<file path="src/rtl/scan_instr_pkg.sv">
package scan_instr_pkg;
  localparam int IR_W = 4;
  localparam int ID_W = 32;

  localparam logic [IR_W-1:0] OP_EXTEST   = 4'h0;
  localparam logic [IR_W-1:0] OP_SAMPLE   = 4'h1;
  localparam logic [IR_W-1:0] OP_IDCODE   = 4'h2;
  localparam logic [IR_W-1:0] OP_USERCODE = 4'h3;
  localparam logic [IR_W-1:0] OP_INTEST   = 4'h4;
  localparam logic [IR_W-1:0] OP_RUNBIST  = 4'h5;
  localparam logic [IR_W-1:0] OP_CLAMP    = 4'h6;
  localparam logic [IR_W-1:0] OP_HIGHZ    = 4'h7;
  localparam logic [IR_W-1:0] OP_BYPASS   = 4'hF;

  localparam logic [IR_W-1:0] IR_CAPTURE_PAT = 4'b0001;

  typedef enum logic [1:0] {
    PATH_BYP = 2'd0,
    PATH_ID  = 2'd1,
    PATH_BSR = 2'd2
  } path_e;

  typedef enum logic [1:0] {
    DRV_SYS = 2'd0,
    DRV_BSR = 2'd1,
    DRV_OFF = 2'd2
  } drive_e;

  typedef struct packed {
    path_e  path;
    drive_e drive;
    logic   use_user;
    logic   bist_run;
  } dec_t;
endpackage

</file>
<file path="src/rtl/scan_ir.sv">
module scan_ir
  import scan_instr_pkg::*;
#(
  parameter logic [IR_W-1:0] RST_OP = OP_IDCODE
) (
  input  logic            tck,
  input  logic            trst_n,
  input  logic            tdi,
  input  logic            capture_ir,
  input  logic            shift_ir,
  input  logic            update_ir,
  output logic [IR_W-1:0] ir_sh_q,
  output logic [IR_W-1:0] ir_q
);
  always_ff @(posedge tck or negedge trst_n) begin
    if (!trst_n) begin
      ir_sh_q <= IR_CAPTURE_PAT;
    end else if (capture_ir) begin
      ir_sh_q <= IR_CAPTURE_PAT;
    end else if (shift_ir) begin
      ir_sh_q <= {tdi, ir_sh_q[IR_W-1:1]};
    end
  end

  always_ff @(posedge tck or negedge trst_n) begin
    if (!trst_n) begin
      ir_q <= RST_OP;
    end else if (update_ir) begin
      ir_q <= ir_sh_q;
    end
  end
endmodule

</file>
<file path="src/rtl/scan_decode.sv">
module scan_decode
  import scan_instr_pkg::*;
#(
  parameter bit HAS_IDREG = 1'b1
) (
  input  logic [IR_W-1:0] op,
  output dec_t            dec
);
  always_comb begin
    dec = '{path: PATH_BYP, drive: DRV_SYS, use_user: 1'b0, bist_run: 1'b0};
    unique case (op)
      OP_EXTEST, OP_INTEST: begin
        dec.path  = PATH_BSR;
        dec.drive = DRV_BSR;
      end
      OP_SAMPLE: dec.path = PATH_BSR;
      OP_IDCODE: if (HAS_IDREG) dec.path = PATH_ID;
      OP_USERCODE: if (HAS_IDREG) begin
        dec.path     = PATH_ID;
        dec.use_user = 1'b1;
      end
      OP_RUNBIST: begin
        dec.drive    = DRV_BSR;
        dec.bist_run = 1'b1;
      end
      OP_CLAMP: dec.drive = DRV_BSR;
      OP_HIGHZ: dec.drive = DRV_OFF;
      default: ;
    endcase
  end
endmodule

</file>
<file path="src/rtl/scan_dr_bank.sv">
module scan_dr_bank
  import scan_instr_pkg::*;
#(
  parameter int              NPIN      = 4,
  parameter bit              HAS_IDREG = 1'b1,
  parameter logic [ID_W-1:0] ID_WORD   = 32'h1,
  localparam int             BSR_W     = 2 * NPIN
) (
  input  logic             tck,
  input  logic             trst_n,
  input  logic             tdi,
  input  logic             capture_dr,
  input  logic             shift_dr,
  input  logic             update_dr,
  input  path_e            path,
  input  logic             use_user,
  input  logic [ID_W-1:0]  user_code,
  input  logic [NPIN-1:0]  core_data,
  input  logic [NPIN-1:0]  core_oe,
  output logic             dr_so,
  output logic [BSR_W-1:0] upd_q
);
  logic             byp_q;
  logic             id_so;
  logic [BSR_W-1:0] bsr_sh_q;

  always_ff @(posedge tck or negedge trst_n) begin
    if (!trst_n) begin
      byp_q <= 1'b0;
    end else if (path == PATH_BYP) begin
      if (capture_dr)    byp_q <= 1'b0;
      else if (shift_dr) byp_q <= tdi;
    end
  end

  generate
    if (HAS_IDREG) begin : g_id
      logic [ID_W-1:0] id_sh_q;
      always_ff @(posedge tck or negedge trst_n) begin
        if (!trst_n) begin
          id_sh_q <= ID_WORD;
        end else if (path == PATH_ID) begin
          if (capture_dr)    id_sh_q <= use_user ? user_code : ID_WORD;
          else if (shift_dr) id_sh_q <= {tdi, id_sh_q[ID_W-1:1]};
        end
      end
      assign id_so = id_sh_q[0];
    end else begin : g_no_id
      logic unused_id;
      assign unused_id = ^{use_user, user_code};
      assign id_so     = 1'b0;
    end
  endgenerate

  always_ff @(posedge tck or negedge trst_n) begin
    if (!trst_n) begin
      bsr_sh_q <= '0;
    end else if (path == PATH_BSR) begin
      if (capture_dr)    bsr_sh_q <= {core_oe, core_data};
      else if (shift_dr) bsr_sh_q <= {tdi, bsr_sh_q[BSR_W-1:1]};
    end
  end

  always_ff @(posedge tck or negedge trst_n) begin
    if (!trst_n) begin
      upd_q <= '0;
    end else if (update_dr && path == PATH_BSR) begin
      upd_q <= bsr_sh_q;
    end
  end

  always_comb begin
    unique case (path)
      PATH_ID:  dr_so = id_so;
      PATH_BSR: dr_so = bsr_sh_q[0];
      default:  dr_so = byp_q;
    endcase
  end
endmodule

</file>
<file path="src/rtl/scan_pin_mux.sv">
module scan_pin_mux
  import scan_instr_pkg::*;
#(
  parameter int NPIN = 4
) (
  input  drive_e            drive,
  input  logic [NPIN-1:0]   core_data,
  input  logic [NPIN-1:0]   core_oe,
  input  logic [2*NPIN-1:0] upd,
  output logic [NPIN-1:0]   pin_out,
  output logic [NPIN-1:0]   pin_oe
);
  generate
    for (genvar i = 0; i < NPIN; i++) begin : g_pin
      always_comb begin
        unique case (drive)
          DRV_BSR: begin
            pin_out[i] = upd[i];
            pin_oe[i]  = upd[NPIN+i];
          end
          DRV_OFF: begin
            pin_out[i] = core_data[i];
            pin_oe[i]  = 1'b0;
          end
          default: begin
            pin_out[i] = core_data[i];
            pin_oe[i]  = core_oe[i];
          end
        endcase
      end
    end
  endgenerate
endmodule

</file>
<file path="src/rtl/scan_instr_core.sv">
module scan_instr_core
  import scan_instr_pkg::*;
#(
  parameter int           NPIN      = 4,
  parameter bit           HAS_IDREG = 1'b1,
  parameter logic [3:0]   VERSION   = 4'h1,
  parameter logic [15:0]  PART_NO   = 16'h5A3C,
  parameter logic [10:0]  MAKER_ID  = 11'h0A5
) (
  input  logic            tck,
  input  logic            trst_n,
  input  logic            tdi,
  input  logic            capture_ir,
  input  logic            shift_ir,
  input  logic            update_ir,
  input  logic            capture_dr,
  input  logic            shift_dr,
  input  logic            update_dr,
  input  logic [31:0]     user_code,
  input  logic [NPIN-1:0] core_data,
  input  logic [NPIN-1:0] core_oe,
  output logic            tdo,
  output logic            tdo_oe,
  output logic [NPIN-1:0] pin_out,
  output logic [NPIN-1:0] pin_oe,
  output logic            bist_run
);
  localparam logic [ID_W-1:0] ID_WORD = {VERSION, PART_NO, MAKER_ID, 1'b1};
  localparam logic [IR_W-1:0] RST_OP  = HAS_IDREG ? OP_IDCODE : OP_BYPASS;
  localparam int              BSR_W   = 2 * NPIN;

  logic [IR_W-1:0]  ir_sh_q;
  logic [IR_W-1:0]  cur_op;
  dec_t             dec;
  logic             dr_so;
  logic [BSR_W-1:0] upd_q;

  scan_ir #(.RST_OP(RST_OP)) u_ir (
    .tck(tck), .trst_n(trst_n), .tdi(tdi),
    .capture_ir(capture_ir), .shift_ir(shift_ir), .update_ir(update_ir),
    .ir_sh_q(ir_sh_q), .ir_q(cur_op)
  );

  scan_decode #(.HAS_IDREG(HAS_IDREG)) u_dec (
    .op(cur_op), .dec(dec)
  );

  scan_dr_bank #(.NPIN(NPIN), .HAS_IDREG(HAS_IDREG), .ID_WORD(ID_WORD)) u_dr (
    .tck(tck), .trst_n(trst_n), .tdi(tdi),
    .capture_dr(capture_dr), .shift_dr(shift_dr), .update_dr(update_dr),
    .path(dec.path), .use_user(dec.use_user), .user_code(user_code),
    .core_data(core_data), .core_oe(core_oe),
    .dr_so(dr_so), .upd_q(upd_q)
  );

  scan_pin_mux #(.NPIN(NPIN)) u_pins (
    .drive(dec.drive), .core_data(core_data), .core_oe(core_oe),
    .upd(upd_q), .pin_out(pin_out), .pin_oe(pin_oe)
  );

  assign bist_run = dec.bist_run;

  always_ff @(negedge tck or negedge trst_n) begin
    if (!trst_n) begin
      tdo    <= 1'b0;
      tdo_oe <= 1'b0;
    end else begin
      tdo_oe <= shift_ir | shift_dr;
      if (shift_ir)      tdo <= ir_sh_q[0];
      else if (shift_dr) tdo <= dr_so;
    end
  end
endmodule

</file>
<file path="config.mk">
export PLATFORM = sky130hd
export DESIGN_NAME = scan_instr_core
export DESIGN_NICKNAME = d
export VERILOG_FILES = /design/src/rtl/scan_instr_pkg.sv /design/src/rtl/scan_ir.sv /design/src/rtl/scan_decode.sv /design/src/rtl/scan_dr_bank.sv /design/src/rtl/scan_pin_mux.sv /design/src/rtl/scan_instr_core.sv
export SDC_FILE = /design/constraint.sdc
export NUM_CORES = 1
export LEC_CHECK = 0
export ABC_AREA = 1
export CAP_MARGIN = 20
export CORE_MARGIN = 4
export CORE_UTILIZATION = 60
export CTS_CLUSTER_DIAMETER = 60
export DETAILED_ROUTE_END_ITERATION = 12
export DONT_BUFFER_PORTS = 1
export GPL_TIMING_DRIVEN = 0
export PLACE_DENSITY = 0.76
export SYNTH_ARGS = -nofsm -noshare
export SYNTH_HDL_FRONTEND = slang
export SYNTH_HIERARCHICAL = 1
export SYNTH_SLANG_ARGS = --single-unit
</file>
<file path="constraint.sdc">
create_clock -name tck -period 2.1 [get_ports tck]
set_input_delay 0.42 -clock tck [delete_from_list [all_inputs] [get_ports tck]]
set_output_delay 0.42 -clock tck [all_outputs]
set_load 0.03 [all_outputs]
</file>
# == Yosys cells after proc, flatten, opt, wreduce, memory -nomap -nowiden ==
# Cells that the tools add are included.
# op_classes
n_eq_ne,11
n_reduce_logical,12
n_mux,24
n_bitwise,1
# ops
cell,n
$mux W32,3
$eq A4 B3 Y1 const B,4
$mux W8,2
$mux W1,10
$pmux W1 S2,5
$eq A4 B2 Y1 const B,2
$mux W4,2
$pmux W2 S2,2
$reduce_and A2 Y1,3
$reduce_bool A2 Y1,3
$eq A2 B1 Y1 const B,2
$eq A2 B2 Y1 const B,2
$eq A4 B1 Y1 const B,1
$logic_not A4 Y1,1
$reduce_or A4 Y1,1
$reduce_or A3 Y1,1
$logic_not A2 Y1,1
$reduce_or A2 Y1,1
$logic_and A1 B1 Y1,1
$or A1 B1 Y1,1
# totals
wordCells,56
output_inout_bits,11
inputBits,49
reg_bits,59

# == Logic depth before layout (Yosys ltp) ==
# logic_depth
word_depth,7
ltp_mapped,10
ltp_nobuf,9

# == Cells and area by module ==
# The synthesis kept the hierarchy.
# by_module_without_submodules
module,seq_area_each_um2,instances,cells_each,area_per_inst_um2
scan_dr_bank,1243.7,1,343,2568.7
scan_ir,202.7,1,35,316.6
scan_pin_mux,0.0,1,28,132.6
scan_instr_core,50.0,1,9,81.3
scan_decode,0.0,1,16,66.3

==> flow_metrics.tcl <==
set metrics [dict create \
    required_ns 1.21 \
    path_clk_slew_ns 0.06 \
    slew_headroom_pct 64.3 \
    synth_top_area_share_pct 32.4 \
    power_leakage_uw 0.00195 \
    startpoint "u_ir/ir_q[3]$_DFFE_PN0P_" \
    synthTopCellsByArea "dfrtp_1 32%, nand2_1 23%, dfstp_2 13%" \
    layout.cells.non_filler 529 \
    multi_input_comb_area_sq_mm 0.00159 \
    hold_path_end "u_ir/ir_q[1]$_DFFE_PN1P_" \
    hold_viol_final 0 \
    drive_gt1_share_pct 21.1 \
    nFillCells 409 \
    start_util_pct 62.0 \
    hp-start "update_ir" \
    ctsLongestPathBuffers 2 \
    ys.warnings.count 6 \
    p_per_area_mw_per_mm2 813 \
    worstHoldPathCells 1 \
    dp_hpwl_um 4900 \
    crit_arrival_ns 1.73 \
    synth_nets 485 \
    port_buffers 0 \
    worstSetupPathType "flop to flop" \
    clock-sinks 59 \
    io_pins 60 \
    wl_um 8020 \
    r2r_start "u_ir/ir_q[3]$_DFFE_PN0P_" \
    area_growth_pct 19.1 \
    final_cell_mix "182 x nand2_1, 53 x nand3_1, 41 x dfrtp_1" \
    synth.yosys.seq_area_share_pct 47.3 \
    die_y_um 80.6 \
    grt_usage_pct 26.5 \
    vias_per_cell 5.42 \
    max-cap-violations 0 \
    r2r_end "tdo$_DFFE_NN0P_" \
    ys_ff_latch 59 \
    drt_iter0_drc 241 \
    syn_inst 431 \
    gp_congestion 0.814 \
    final_common_cell "nand2_1" \
    fin_nets 508 \
    status "complete, but fails checks" \
    rr_worst_depth 7 \
    grt_overflow 0 \
    reg2reg_slack_ns -0.51 \
    drv_slew 0 \
    synth_area_sq_mm 0.00317 \
    htreeDepth 3 \
    dieArea_sq_mm 0.00650 \
    post-synth-top-area-cell "dfrtp_1" \
    grt_pass1_wl_um 12900 \
    cts_buffers 9 \
    diodes 0 \
    placedCellCount 501 \
    violations "negative setup slack" \
    wl_per_cell_um 15.2 \
    yosysUniqueCellTypes 25 \
    rsz0062_at_grt "true" \
    finClkSkew_ns 0.0101 \
    grt_pass1_vias 2764 \
    clockRootBuffer "clkbuf_8" \
    hold_class "input pin to flop" \
    regArea_sq_mm 0.00150 \
    grt_start_max_net_pins 58 \
    antenna_found_initial 0 \
    num_vias 2869 \
    clock_latency_ns 0.33 \
    setup_ws_ns -0.511 \
    p_total_uw 3070 \
    critPathLaunchType "flop" \
    cts_tree "done" \
    ant_nets 0 \
    finalSetupViolCount 11 \
    tightest_slew_ns 0.533 \
    row_count 26 \
    drt_pass1_iterations 5 \
    drc 0 \
    syn-mean-instance-area_sq_um 7.34 \
    worst_setup_path_end_kind "flop" \
    crit_fanout 3 \
    die_w_um 80.6 \
    peakVddDrop_mv 0.521 \
    place_ws_ns -0.585 \
    coreArea_sq_mm 0.00511 \
]
[kinds of logic (layout without fill, tap and decap cells)]
logic type      count (synthesis)  after routing  share of synthesized area (%)
fa+ha+maj                       5              5                           1.98
buf+inv                        61             89                           8.93
simple gates                  278            278                           37.0
compound gates                 28             28                           4.82
flops                          59             59                           47.3
[sequential cells by signal, summed over array words and instances, names as in the netlist]
| signal | flops |
|---|---|
| u_dr/upd_q | 8 |
| u_dr/byp_q | 1 |
| u_dr/g_id.id_sh_q | 32 |
| u_ir/ir_sh_q | 4 |
| u_dr/bsr_sh_q | 8 |
| tdo | 1 |
| tdo_oe | 1 |
| u_ir/ir_q | 4 |
[power breakdown]
group,switching (uW),internal [uW],total [uW]
clock network,443,569,1010
logic,378,222,600
registers,111,1340,1450
[final cells by class]
class | count | share of cell area (%)
multi-input combinational | 311 | 42.1
sequential | 59 | 39.7
clock buffer | 10 | 3.65
buffer | 18 | 3.22
tap | 70 | 2.32
inverter | 43 | 4.41
timing repair buffer | 12 | 3.19
clock inverter | 6 | 1.46
[worst max-delay path: stages (launching register included)]
cell and delay, ns:
dfrtp_1 0.41, or2_1 0.27, nor2_2 0.12, inv_2 0.08
ha_4 0.27, a31oi_1 0.10, nand3_1 0.08, nand3_1 0.06
[worst max path at each step]
stage | end | depth (start not counted)
finish | tdo$_DFFE_NN0P_ | 7
global route | tdo$_DFFE_NN0P_ | 9
CTS | tdo$_DFFE_NN0P_ | 7
detailed placement | tdo$_DFFE_NN0P_ | 8
global placement | tdo$_DFFE_NN0P_ | 8
floorplan | tdo$_DFFE_NN0P_ | 8
[synth_stat cells]
master and n:
dfstp_2 16, inv_2 1, clkinv_1 1, o21ai_1 1
inv_1 41, nor2_1 6, clkbuf_2 1, or2_2 2
o21ai_4 1, buf_6 2, nand2_1 193, nand3_1 58
or2_1 2, buf_4 9, nor3_1 2, ha_1 5
dfrtn_1 2, dfrtp_1 41, clkbuf_1 3, a31oi_1 1
or2_0 11, buf_2 3, o21ai_0 25, nor2_4 1
nor2_2 3
[metal layers]
metal	vias up	GRT usage (%)	routed length (um)
met5	-	0	0
met4	0	11.7	232
met3	21	5.72	521
met2	105	44.0	3840
met1	1360	33.3	3420
li1	1383	-	-
[metrics by stage]
step                area (sq um)  TNS (ns)  util, %  hold WS [ns]
CTS                         3720     -1.81     72.8         0.148
finish                      3770     -2.83     73.8         0.158
global route                3770     -3.56     73.8         0.153
detailed placement          3250    -0.585     63.7         0.126
global placement            3250    -0.557     63.7         0.126
floorplan                   3170    -0.470        -         0.124
[timing repair]
action                                  in CTS  in global routing
hold endpoints to repair                    57                  0
buffers inserted                             8                  2
resized for setup                           36                 12
endpoints found under the setup margin      11                 11
hold buffers                                 2                  0
pin swaps                                   13                  8
(Power assumes the default switching activity.)
